[src/rtl/regwin_pkg.sv]
package regwin_pkg;
  localparam int unsigned STAT_BUSY = 0;
  localparam int unsigned STAT_PEND = 1;
  localparam int unsigned STAT_ERR  = 2;
endpackage

[src/rtl/regwin_bus_if.sv]
// Samples one bus access per phi2-high phase; commit pulses after the phase ends.
module regwin_bus_if #(
  parameter int unsigned DATA_W = 8
) (
  input  logic              clk_i,
  input  logic              rst_ni,
  input  logic              cs_i,
  input  logic              phi2_i,
  input  logic              rw_i,
  input  logic              addr_i,
  input  logic [DATA_W-1:0] data_i,
  output logic              oe_o,
  output logic              commit_o,
  output logic              c_rd_o,
  output logic              c_addr_o,
  output logic [DATA_W-1:0] c_data_o
);
  logic strobe, strobe_q;

  assign strobe   = cs_i & phi2_i;
  assign oe_o     = strobe & rw_i;
  assign commit_o = strobe_q & ~strobe;

  always_ff @(posedge clk_i or negedge rst_ni) begin
    if (!rst_ni) begin
      strobe_q <= 1'b0;
      c_rd_o   <= 1'b1;
      c_addr_o <= 1'b0;
      c_data_o <= '0;
    end else begin
      strobe_q <= strobe;
      if (strobe) begin
        c_rd_o   <= rw_i;
        c_addr_o <= addr_i;
        c_data_o <= data_i;
      end
    end
  end

  // pads are driven only inside a selected read phase
  always_comb begin
    if (rst_ni) assert_oe_qualified_R9: assert (!oe_o || (cs_i && phi2_i && rw_i));
  end
endmodule

[src/rtl/regwin_regfile.sv]
module regwin_regfile #(
  parameter int unsigned DATA_W = 8,
  parameter int unsigned IDX_W  = 5
) (
  input  logic                clk_i,
  input  logic                rst_ni,
  input  logic                cpu_we_i,
  input  logic [IDX_W-1:0]    cpu_idx_i,
  input  logic [DATA_W-1:0]   cpu_data_i,
  input  logic                be_we_i,
  input  logic [IDX_W-1:0]    be_idx_i,
  input  logic [DATA_W-1:0]   be_data_i,
  input  logic [IDX_W-1:0]    rd_idx_i,
  output logic [DATA_W-1:0]   rd_data_o,
  input  logic [IDX_W-1:0]    pair_idx_i,
  output logic [2*DATA_W-1:0] pair_data_o
);
  localparam int unsigned NREG = 1 << IDX_W;

  logic [DATA_W-1:0] regs [NREG];

  for (genvar g = 0; g < NREG; g++) begin : g_reg
    always_ff @(posedge clk_i or negedge rst_ni) begin
      if (!rst_ni)                                  regs[g] <= '0;
      else if (cpu_we_i && cpu_idx_i == IDX_W'(g))  regs[g] <= cpu_data_i;  // CPU wins a collision
      else if (be_we_i && be_idx_i == IDX_W'(g))    regs[g] <= be_data_i;
    end
  end

  assign rd_data_o   = regs[rd_idx_i];
  assign pair_data_o = {regs[{pair_idx_i[IDX_W-1:1], 1'b1}],
                        regs[{pair_idx_i[IDX_W-1:1], 1'b0}]};
endmodule

[src/rtl/regwin_ctrl.sv]
module regwin_ctrl
  import regwin_pkg::*;
#(
  parameter int unsigned DATA_W = 8,
  parameter int unsigned IDX_W  = 5
) (
  input  logic              clk_i,
  input  logic              rst_ni,
  input  logic              commit_i,
  input  logic              c_rd_i,
  input  logic              c_addr_i,
  input  logic [DATA_W-1:0] c_data_i,
  input  logic              done_i,
  input  logic              be_we_i,
  output logic [IDX_W-1:0]  idx_o,
  output logic [DATA_W-1:0] status_o,
  output logic              cpu_we_o,
  output logic              req_o,
  output logic [IDX_W-1:0]  req_idx_o,
  output logic [DATA_W-1:0] req_data_o
);
  logic busy, pend, err;
  logic idx_wr, stat_rd, data_rd, data_wr, rejected;

  assign idx_wr   = commit_i & ~c_rd_i & ~c_addr_i;
  assign stat_rd  = commit_i &  c_rd_i & ~c_addr_i;
  assign data_rd  = commit_i &  c_rd_i &  c_addr_i;
  assign data_wr  = commit_i & ~c_rd_i &  c_addr_i;
  assign cpu_we_o = data_wr & ~busy;
  assign rejected = data_wr &  busy;

  always_ff @(posedge clk_i or negedge rst_ni) begin
    if (!rst_ni) begin
      idx_o      <= '0;
      busy       <= 1'b0;
      pend       <= 1'b0;
      err        <= 1'b0;
      req_o      <= 1'b0;
      req_idx_o  <= '0;
      req_data_o <= '0;
    end else begin
      req_o <= cpu_we_o;
      if (idx_wr) idx_o <= c_data_i[IDX_W-1:0];
      if (cpu_we_o) begin
        busy       <= 1'b1;
        req_idx_o  <= idx_o;
        req_data_o <= c_data_i;
      end else if (done_i) begin
        busy <= 1'b0;
      end
      if (be_we_i)      pend <= 1'b1;
      else if (data_rd) pend <= 1'b0;
      if (rejected)     err <= 1'b1;
      else if (stat_rd) err <= 1'b0;
    end
  end

  always_comb begin
    status_o            = '0;
    status_o[STAT_BUSY] = busy;
    status_o[STAT_PEND] = pend;
    status_o[STAT_ERR]  = err;
  end

  assert_busy_on_accept_R5: assert property (@(posedge clk_i) disable iff (!rst_ni)
    cpu_we_o |=> busy);
  assert_done_clears_R5: assert property (@(posedge clk_i) disable iff (!rst_ni)
    (done_i && !cpu_we_o) |=> !busy);
  assert_req_single_R6: assert property (@(posedge clk_i) disable iff (!rst_ni)
    req_o |=> !req_o);
  assert_req_with_busy_R6: assert property (@(posedge clk_i) disable iff (!rst_ni)
    req_o |-> busy);
  assert_idx_kept_R4: assert property (@(posedge clk_i) disable iff (!rst_ni)
    (commit_i && c_addr_i) |=> $stable(idx_o));
  assert_reject_sets_err_R7: assert property (@(posedge clk_i) disable iff (!rst_ni)
    rejected |=> (err && !req_o));
endmodule

[src/rtl/regwin_periph.sv]
module regwin_periph #(
  parameter int unsigned DATA_W = 8,
  parameter int unsigned IDX_W  = 5
) (
  input  logic                clk_i,
  input  logic                rst_ni,
  input  logic                cs_i,
  input  logic                phi2_i,
  input  logic                rw_i,
  input  logic                addr_i,
  input  logic [DATA_W-1:0]   data_i,
  output logic [DATA_W-1:0]   data_o,
  output logic                data_oe_o,
  output logic                req_o,
  output logic [IDX_W-1:0]    req_idx_o,
  output logic [DATA_W-1:0]   req_data_o,
  output logic [2*DATA_W-1:0] req_pair_o,
  input  logic                done_i,
  input  logic                be_we_i,
  input  logic [IDX_W-1:0]    be_idx_i,
  input  logic [DATA_W-1:0]   be_data_i
);
  logic              commit, c_rd, c_addr, cpu_we;
  logic [DATA_W-1:0] c_data, status, rd_data;
  logic [IDX_W-1:0]  idx;

  regwin_bus_if #(.DATA_W(DATA_W)) u_bus (
    .clk_i, .rst_ni, .cs_i, .phi2_i, .rw_i, .addr_i, .data_i,
    .oe_o(data_oe_o), .commit_o(commit), .c_rd_o(c_rd), .c_addr_o(c_addr), .c_data_o(c_data)
  );

  regwin_ctrl #(.DATA_W(DATA_W), .IDX_W(IDX_W)) u_ctrl (
    .clk_i, .rst_ni, .commit_i(commit), .c_rd_i(c_rd), .c_addr_i(c_addr), .c_data_i(c_data),
    .done_i, .be_we_i, .idx_o(idx), .status_o(status), .cpu_we_o(cpu_we),
    .req_o, .req_idx_o, .req_data_o
  );

  regwin_regfile #(.DATA_W(DATA_W), .IDX_W(IDX_W)) u_rf (
    .clk_i, .rst_ni, .cpu_we_i(cpu_we), .cpu_idx_i(idx), .cpu_data_i(c_data),
    .be_we_i, .be_idx_i, .be_data_i, .rd_idx_i(idx), .rd_data_o(rd_data),
    .pair_idx_i(req_idx_o), .pair_data_o(req_pair_o)
  );

  assign data_o = addr_i ? rd_data : status;
endmodule

[config.mk]
export PLATFORM = sky130hd
export DESIGN_NAME = regwin_periph
export DESIGN_NICKNAME = d
export VERILOG_FILES = /design/src/rtl/regwin_pkg.sv /design/src/rtl/regwin_bus_if.sv /design/src/rtl/regwin_regfile.sv /design/src/rtl/regwin_ctrl.sv /design/src/rtl/regwin_periph.sv
export SDC_FILE = /design/constraint.sdc
export NUM_CORES = 1
export LEC_CHECK = 0
export BUFFER_PORTS_ARGS = -buffer_cell sky130_fd_sc_hd__buf_4
export CELL_PAD_IN_SITES_DETAIL_PLACEMENT = 0
export CELL_PAD_IN_SITES_GLOBAL_PLACEMENT = 2
export CORE_MARGIN = 1
export CORE_UTILIZATION = 23
export DETAILED_ROUTE_END_ITERATION = 16
export GPL_TIMING_DRIVEN = 0
export PLACE_DENSITY = 0.49
export RECOVER_POWER = 50
export SLEW_MARGIN = 20
export SYNTH_ARGS = -nofsm -noshare
export SYNTH_HDL_FRONTEND = slang
export SYNTH_SLANG_ARGS = --single-unit
export TNS_END_PERCENT = 30
[constraint.sdc]
create_clock -name clk_i -period 3.63 [get_ports clk_i]
set_input_delay 0.1815 -clock clk_i [delete_from_list [all_inputs] [get_ports clk_i]]
set_output_delay 0.1815 -clock clk_i [all_outputs]
set_load 0.02 [all_outputs]
-- Word level (Yosys, flattened, before mapping)
Cells that the tools add are included.
- register bits after elaboration: 289
- bits in latches: 0
- RAM bits: 0
- memory bits (read-only): 0
- input port bits: 29
- output and inout port bits: 39
- logic and storage cells: 307
- memories: 0
- add/subtract/negate cells: 0
- $mul: 0
- divide/modulo/power cells: 0
- $lt $le $gt $ge: 3
- equal/unequal tests: 62
- shift operators: 0
- muxes and demuxes: 80
- bitwise logic cells: 18
- reductions and logical operators: 101
- operators with widths (operator ; number):
    8-bit 2-to-1 mux ; 71
    5-bit == test, second input constant ; 32
    8-bit binary-select mux with 5-bit select ; 3
    5-bit by 4-bit == test with 1-bit output, second input constant ; 16
    2-bit nonzero test ; 35
    1-bit logical AND ; 64
    5-bit by 3-bit == test with 1-bit output, second input constant ; 8
    5-bit by 2-bit == test with 1-bit output, second input constant ; 4
    6-bit >= comparator, second input constant ; 3
    5-bit NOT with 6-bit output ; 3
    1-bit bitwise AND ; 11
    5-bit by 1-bit == test with 1-bit output, second input constant ; 2
    5-bit logical NOT ; 2
    1-bit 2-to-1 mux ; 6
    1-bit NOT ; 4

-- Logic depth before layout (Yosys ltp)
Gate-level depths: netlist of run 1.
- depth after elaboration: 8
- gate-level depth with buffers: 8

-- By module
Synthesis of run 1 repeated with hierarchy kept, for this count alone.
- cells, all modules: 1911
- area, all modules: 18705.4 µm²
- modules (own cells, without submodules) (module ; instances ; cells each ; area an instance (µm²)):
    regwin_regfile ; 1 ; 1816 ; 17216.5
    regwin_ctrl ; 1 ; 60 ; 908.4
    regwin_bus_if ; 1 ; 26 ; 449.2
    regwin_periph ; 1 ; 9 ; 131.4

-- Worst setup path before layout of run 1
No wires, ideal clock.
- path kind: reg-to-output
- from: reg u_ctrl.req_idx_o[1]
- to: out req_pair_o[0]
- arrival: 2.097 ns
- required time: 3.448 ns
- path slack: 1.352 ns
- stages on the path, launching flop included: 5
- path buffers: 2
- path through: dfrtp_1 > buf_2 > buf_2 > mux4_2 > mux4_2
- cells in the longest elaborated chain, start to end: 4
- ends and longest elaborated chain (item ; line ; source):
    from (decl) ; regwin_ctrl.sv:19 ; output logic [IDX_W-1:0] req_idx_o,
    from (signal assigned) ; regwin_ctrl.sv:46 ; req_idx_o <= idx_o;
    5-bit NOT with 6-bit output (not written as such) ; regwin_regfile.sv:32 ; regs[{pair_idx_i[IDX_W-1:1], 1'b0}]};
    8-bit binary-select mux with 5-bit select ; regwin_regfile.sv:32 ;
    8-bit 2-to-1 mux (not written as such) (2 in series) ; regwin_regfile.sv:32 ;
    to (decl) ; regwin_periph.sv:17 ; output logic [2*DATA_W-1:0] req_pair_o,
No other way between the ends. The select of a mux whose other input is x is not followed.

-- Worst setup path in the final report of run 1
- from: reg u_ctrl.idx_o[0]
- to: out data_o[4]
- cells in the longest elaborated chain, start to end: 5
- ends and longest elaborated chain (item ; line ; source):
    from (decl) ; regwin_ctrl.sv:15 ; output logic [IDX_W-1:0] idx_o,
    from (signal assigned) ; regwin_ctrl.sv:43 ; if (idx_wr) idx_o <= c_data_i[IDX_W-1:0];
    5-bit NOT with 6-bit output (not written as such) ; regwin_regfile.sv:30 ; assign rd_data_o = regs[rd_idx_i];
    8-bit binary-select mux with 5-bit select ; regwin_regfile.sv:30 ;
    8-bit 2-to-1 mux (not written as such) (2 in series) ; regwin_regfile.sv:30 ;
    8-bit 2-to-1 mux ; regwin_periph.sv:44 ; assign data_o = addr_i ? rd_data : status;
    to (decl) ; regwin_periph.sv:12 ; output logic [DATA_W-1:0] data_o,
No other way between the ends. The select of a mux whose other input is x is not followed.

==> results of run 1 <==
[sequential cells by signal, summed over array words and instances (netlist names), 5 cells and up]
| signal | count |
|---|---|
| u_ctrl.req_idx_o | 5 |
| u_ctrl.idx_o | 5 |
| u_rf.regs | 256 |
| u_bus.c_data_o | 8 |
| u_ctrl.req_data_o | 8 |
[worst max-delay path: cells and delay by family (launching register included)]
| family | cells | cell delay, ps |
|---|---|---|
| AO/OA/AOI/OAI | 3 | 1050 |
| AND/OR/NAND/NOR | 1 | 490 |
| buffers and inverters | 3 | 970 |
| flip-flops | 1 | 430 |
[final timing paths]
kind                                                  start                                to  slack (ps)  depth (start not counted)
hold / removal                                 be_data_i[6]         u_rf.regs[30]$_DFFE_PN0P_          40                          3
hold reg to reg            u_ctrl.req_data_o[2]$_DFFE_PN0P_  u_ctrl.req_data_o[2]$_DFFE_PN0P_         510                          1
max in group asynchronous                            rst_ni         u_rf.regs[67]$_DFFE_PN0P_         720                          5
setup reg to reg                u_ctrl.idx_o[2]$_DFFE_PN0P_        u_rf.regs[185]$_DFFE_PN0P_         110                          7
setup / recovery                u_ctrl.idx_o[0]$_DFFE_PN0P_                         data_o[4]         -80                          7
min in group asynchronous                            rst_ni        u_rf.regs[217]$_DFFE_PN0P_        1090                          3
[per-stage QoR]
| stage | hold WS (ps) | setup slack [ps] | std cells |
|---|---|---|---|
| 4_1_cts | 4.824 | -59.33 | 2709 |
| 3_5_place_dp | 218.9 | -259.1 | 2622 |
| 3_3_place_gp | 379.5 | -759.5 | 2617 |
| 2_1_floorplan | -114.1 | 1352 | 1511 |
| 6_report | 41.70 | -76.69 | 2712 |
| 5_1_grt | 55.06 | -2.389 | 2709 |
[cells by family (layout without fill, tap and decap cells)]
group | count (synthesis) | after routing | synth area share
AO/OA/AOI/OAI | 215 | 215 | 0.06699
other | 0 | 3 | 0
AND/OR/NAND/NOR | 285 | 285 | 0.08752
flip-flops | 289 | 289 | 0.3997
multiplexers | 546 | 546 | 0.4045
buffers and inverters | 176 | 334 | 0.04134
[cell type report]
type                            instances  area (um^2)
Clock inverter                          8        95.09
Antenna cell                            3        7.507
Tap cell                             1040         1301
Inverter                                4        15.01
Timing Repair Buffer                   85        675.6
Multi-Input combinational cell       1046        10210
Sequential cell                       289         7233
Fill cell                            8211        55940
Clock buffer                           65         1331
Buffer                                172        788.3
[power by group]
group	internal, mW	switching [mW]	leakage [nW]	total [mW]
combinational	3.75	5.28	4.05	9.02
sequential	4.29	1.27	3.63	5.55
clock	2.65	1.73	0.700	4.38
total	10.7	8.27	8.38	19.0
[layout by cell type (no fill, tap or decap), types with 4 or more instances in the layout]
cell type / synthesis / final
dfrtp_1: 288 / 288
mux2_2: 222 / 222
mux2i_1: 197 / 197
nor3_1: 163 / 162
a21oi_1: 160 / 160
clkbuf_1: 133 / 136
mux4_2: 126 / 126
buf_4: 5 / 56
clkbuf_16: 0 / 45
clkbuf_2: 2 / 22
nor2_2: 21 / 21
or2_2: 19 / 19
nand2_1: 18 / 18
clkbuf_8: 0 / 13
buf_2: 17 / 12
o22ai_1: 12 / 12
dlygate4sd3_1: 0 / 12
nor2_1: 11 / 11
a211oi_2: 0 / 10
buf_6: 6 / 9
nor2b_1: 8 / 8
buf_1: 9 / 7
a22oi_1: 6 / 6
o221ai_1: 6 / 6
clkbuf_4: 0 / 5
a22o_1: 5 / 5
inv_1: 4 / 4
and3_1: 4 / 4
or3_1: 4 / 4
nand4_1: 4 / 4
nand2b_1: 4 / 4
o21ai_0: 4 / 4
clkinv_2: 0 / 4
[metal layers]
layer | vias to the layer above | wire [um]
met4 | 4 | 4026
li1 | 6021 | -
met2 | 674 | 45350
met5 | - | 27
met3 | 127 | 6390
met1 | 8044 | 46060
[repair_timing]
| item | CTS | global route |
|---|---|---|
| endpoints found under the hold margin | 90 | 0 |
| resized for setup | 28 | 11 |
| setup buffers | 2 | 0 |
| pin swaps | 1 | 0 |
| setup endpoints to repair | 24 | 14 |
| hold buffers | 12 | 0 |
==> impl_metrics.py, run 1 <==
metrics = {
    "clock_tree": {
        "clock_sinks": 289,
        "cts_max_level": 2,
        "ctsLongestPathBuffers": 3,
        "cts_tree": "built",
        "numCtsBuffers": 42,
        "root_buffer": "clkbuf_16",
        "clk_latency_ps": 600,
        "clk_pin_slew_worst_paths_ps": 70,
    },
    "sta": {
        "fin_tns_setup_ps": -108.4,
        "rsz0062_at_grt": "yes",
        "hold_violations": 0,
        "finalCriticalPeriod_ps": 3707,
        "fmax_ghz": 0.2698,
        "final_max_slew_viol_count": 81,
        "worst_slew_pin_slew_ps": 2417,
        "period_share": 1.021,
        "relSlewSlack": -0.6116,
        "setup_viol": 4,
        "finalWorstSetupSlack_ps": -76.69,
        "clock_skew_ps": 25.62,
    },
    "floorplanning": {
        "num_rows": 102,
        "initial_core_util": 0.2332,
        "die_h_um": 282.5,
        "io_pins": 68,
        "die_area_mm2": 0.07981,
        "core_mm2": 0.07759,
        "die_x_um": 282.5,
    },
    "detailed_routing": {
        "vias": 14870,
        "drt_wl_total_mm": 101.8,
        "wl_per_cell_um": 37.55,
        "vias_per_cell": 5.483,
        "firstDrtPassIters": 8,
        "drtAntennaViolNets": 0,
        "drc_errors": 0,
        "drtIter0Drc": 1421,
    },
    "synthesis": {
        "synth_top_area_frac": 0.3982,
        "ys_async_sr_fraction": 1.000,
        "synthTopCellsByCount": "288 x dfrtp_1, 222 x mux2_2, 197 x mux2i_1",
        "ys_seq_area_frac": 0.3997,
        "ys_seq_elements": 289,
        "synth_area_leader_cell": "dfrtp_1",
        "avgSynthCellArea_um2": 11.98,
        "synthFlopType": "dfrtp_1",
        "synth_most_common_cell": "dfrtp_1",
        "synth.distinct_cells": 52,
        "synth_area_leaders": "dfrtp_1 40%, mux4_2 16%, mux2_2 14%, mux2i_1 11%, nor3_1 4.5%",
        "syn_inst": 1511,
        "syn_nets": 1540,
        "synth-edff-count": 0,
        "synth_area_mm2": 0.01810,
        "yosysWarnings": 0,
    },
    "setup_path": {
        "arrival_ps": 3530,
        "crit_path_end_kind": "output port",
        "worstPathCellList": "or3b_2 > buf_1 > clkbuf_1 > o22ai_1 > a211oi_1 > a211oi_2 > buf_4",
        "critPathSlowestCell": "o22ai_1",
        "cp_slowest_stage_delay_ps": 540,
        "critPathKind": "register to output port",
        "startpoint_type": "register",
        "crit_required_ps": 3450,
        "path_max_fanout": 10,
    },
    "placed_design": {
        "place_congestion": 0.9666,
        "place_area_mm2": 0.02004,
        "dp_hpwl_mm": 75.68,
        "port_buffers": 66,
    },
    "power_and_ir_drop": {
        "vdd.ir_drop.worst_mv": 0.3162,
        "leakagePower_nw": 8.385,
        "power_mw": 18.96,
        "power_density_mw_per_mm2": 875.4,
    },
    "cells_and_area": {
        "finish.instance_area_mm2": 0.02165,
        "fin_util": 0.2791,
        "fin_nets": 1669,
        "drive_above_1_share": 0.3547,
        "areaGrowthSynthToFinish_pct": 19.65,
    },
    "global_routing": {
        "grt_use_total": 0.2559,
        "met3_usage": 0.04113,
        "met2_usage": 0.3939,
        "grt_pass1_vias": 14770,
        "grt_pass1_wl_mm": 136.8,
        "antenna_found_initial": 5,
        "grt.busiest_layer": "met2",
        "grt_max_degree": 86,
        "grt_use_met1": 0.3593,
        "grt_overflow": 0,
    },
    "job": {
        "cap_violations": 1,
    },
    "status": {
        "outcome": "complete, but fails checks",
        "violations": "capacitance limit, slew limit, setup timing",
    },
    "min_path": {
        "min_path_type": "primary input to register",
    },
}
Note: power is estimated with default switching activity, not from simulation.
==> run 2: changes to the inputs <==
- CORE_ASPECT_RATIO: unset -> 1.75
- CTS_CLUSTER_SIZE: unset -> 30
==> impl_metrics.py, run 2 (synthesis gave the netlist of run 1 again) <==
metrics = {
    "sta": {
        "worst_slew_pin_slew_ps": 2611,
        "finalWorstSetupSlack_ps": -3.916,
        "hold_violations": 0,
        "final_max_slew_viol_count": 40,
        "fmax_ghz": 0.2752,
        "clock_skew_ps": 13.84,
        "relSlewSlack": -0.7405,
        "finalCriticalPeriod_ps": 3634,
        "fin_hold_ws_ps": 35.48,
        "fin_tns_setup_ps": -3.916,
        "rsz0062_at_grt": "no",
        "period_share": 1.001,
        "setup_viol": 1,
    },
    "clock_tree": {
        "cts_tree": "built",
        "clock_sinks": 289,
        "clk_pin_slew_worst_paths_ps": 70,
        "cts_max_level": 2,
        "ctsLongestPathBuffers": 3,
        "root_buffer": "clkbuf_16",
        "clk_latency_ps": 560,
        "numCtsBuffers": 34,
    },
    "setup_path": {
        "r2r_setup_slack_ps": 450,
        "critPathKind": "register to output port",
        "crit_top_cell": "buf_4",
        "crit_path_end_kind": "output port",
        "worstPathCellList": "clkdlybuf4s15_2 > nand3b_1 > buf_4 > buf_4 > o22ai_1 > a2111oi_0 > nor4_2 > buf_4",
        "startpoint_type": "register",
        "cp_slowest_stage_delay_ps": 800,
        "path_max_fanout": 10,
        "arrival_ps": 3450,
        "critPathSlowestCell": "a2111oi_0",
        "r2r_cells": 5,
        "r2r_end": "u_rf.regs[181]$_DFFE_PN0P_",
        "crit_required_ps": 3450,
        "rr_startpoint": "u_ctrl.busy$_DFFE_PN0P_",
    },
    "status": {
        "outcome": "complete, but fails checks",
        "violations": "capacitance limit, slew limit, setup timing",
    },
    "cells_and_area": {
        "drive_above_1_share": 0.3450,
        "n_fill_cell": 8249,
        "fin_nets": 1663,
        "largest_register_ffs": 256,
        "regArea_mm2": 0.007233,
        "final_common_cell": "dfrtp_1",
        "finish.instance_area_mm2": 0.02131,
        "fin_util": 0.2743,
        "final_cell_mix": "288 x dfrtp_1, 222 x mux2_2, 197 x mux2i_1",
        "multiInputGateArea_mm2": 0.01019,
        "top_register": "u_rf.regs",
        "top_regs": "u_rf.regs (256), u_bus.c_data_o (8), u_ctrl.req_data_o (8)",
        "areaGrowthSynthToFinish_pct": 17.74,
    },
    "placed_design": {
        "place_area_mm2": 0.02005,
        "place_congestion": 0.8973,
        "dp_hpwl_mm": 78.14,
        "pre_cts_slack_ps": -475.5,
        "port_buffers": 66,
    },
    "min_path": {
        "hold-path-cell-count": 3,
        "min_path_type": "primary input to register",
        "hold-path-endpoint": "u_rf.regs[29]$_DFFE_PN0P_",
        "min_from": "be_data_i[5]",
    },
    "detailed_routing": {
        "drc_errors": 0,
        "firstDrtPassIters": 5,
        "routed-wl-met2_mm": 54.29,
        "drtAntennaViolNets": 0,
        "drtIter0Drc": 1179,
        "drt_wl_total_mm": 101.8,
        "wl_met1_mm": 35.66,
        "vias": 14440,
        "wl_met3_mm": 4.225,
        "route.top_layer_used": "met4",
        "wl_per_cell_um": 37.92,
        "vias_per_cell": 5.381,
    },
    "floorplanning": {
        "die_area_mm2": 0.07986,
        "num_rows": 135,
        "io_pins": 68,
        "die_h_um": 373.1,
        "core_mm2": 0.07770,
        "initial_core_util": 0.2329,
        "die_x_um": 214.1,
    },
    "global_routing": {
        "grt_pass1_wl_mm": 137.0,
        "grt_pass1_vias": 15050,
        "grt_use_total": 0.2535,
        "antenna_found_initial": 6,
        "grt_max_degree": 75,
        "grt_overflow": 0,
    },
    "job": {
        "cap_violations": 1,
    },
    "power_and_ir_drop": {
        "pwr-share-seq": 0.307,
        "p_comb_frac": 0.484,
        "power_density_mw_per_mm2": 830.2,
        "power.switching_mw": 7.581,
        "swShare": 0.4285,
        "leakagePower_nw": 8.244,
        "pwr-share-clk": 0.209,
        "internal_power_mw": 10.11,
        "vdd.ir_drop.worst_mv": 0.3264,
    },
}
run 2: through the flow:
| stage | power, mW | cells |
|---|---|---|
| 2_1_floorplan | 10.11 | 1511 |
| 3_3_place_gp | 13.82 | 2604 |
| 3_5_place_dp | 13.93 | 2610 |
| 4_1_cts | 17.75 | 2682 |
| 5_1_grt | 18.28 | 2682 |
| 6_report | 17.69 | 2684 |
run 2: how the worst max path moves through the flow:
stage,start,to,slack (ps),cells after the start
finish,u_ctrl.idx_o[0]$_DFFE_PN0P_,data_o[6],-4,8
global route,u_ctrl.req_idx_o[1]$_DFFE_PN0P_,req_pair_o[0],8,5
CTS,u_ctrl.idx_o[3]$_DFFE_PN0P_,data_o[4],2,9
detailed placement,u_ctrl.idx_o[0]$_DFFE_PN0P_,data_o[4],-480,7
global placement,rst_ni,u_bus.c_data_o[2]$_DFFE_PN0P_,-710,1
floorplan,u_ctrl.req_idx_o[1]$_DFFE_PN0P_,req_pair_o[0],1350,4
run 2: per-layer routing:
layer	global-route usage	vias up
li1	-	6001
met1	0.2674	7635
met4	0.1644	0
met3	0.02763	204
met2	0.4722	603
met5	0	-
run 2: layout make-up:
cell class,instances,area share
repair buffers,87,0.03241
plain buffers,172,0.03611
clock inverters,5,0.003523
well taps,1027,0.06030
clock buffers,52,0.04891
inverters,4,0.0007046
flip-flops and latches,289,0.3394
multi-input cells,1046,0.4784
diodes,2,0.0002349
run 2: power groups by stage:
stage / Clock [mW] / Sequential [mW] / Combinational [mW]
after floorplan: 0 / 4.93 / 5.18
after global placement: 0 / 5.43 / 8.39
after detailed placement: 0 / 5.46 / 8.47
after CTS: 3.77 / 5.41 / 8.57
after global routing: 3.84 / 5.53 / 8.91
final: 3.69 / 5.43 / 8.57
run 2: worst max-delay path: cells and delay by family (launching register included):
family / cells / cell delay, ps
compound gates: 2 / 910
simple gates: 2 / 450
buf+inv: 4 / 1100
flops: 1 / 420
run 2: timing repair:
item | 4_1_cts | 5_1_grt
resized for setup | 20 | 3
hold buffers | 12 | 0
pin swaps | 0 | 1
endpoints found under the hold margin | 168 | 0
setup endpoints to repair | 24 | 3
setup buffers | 3 | 0
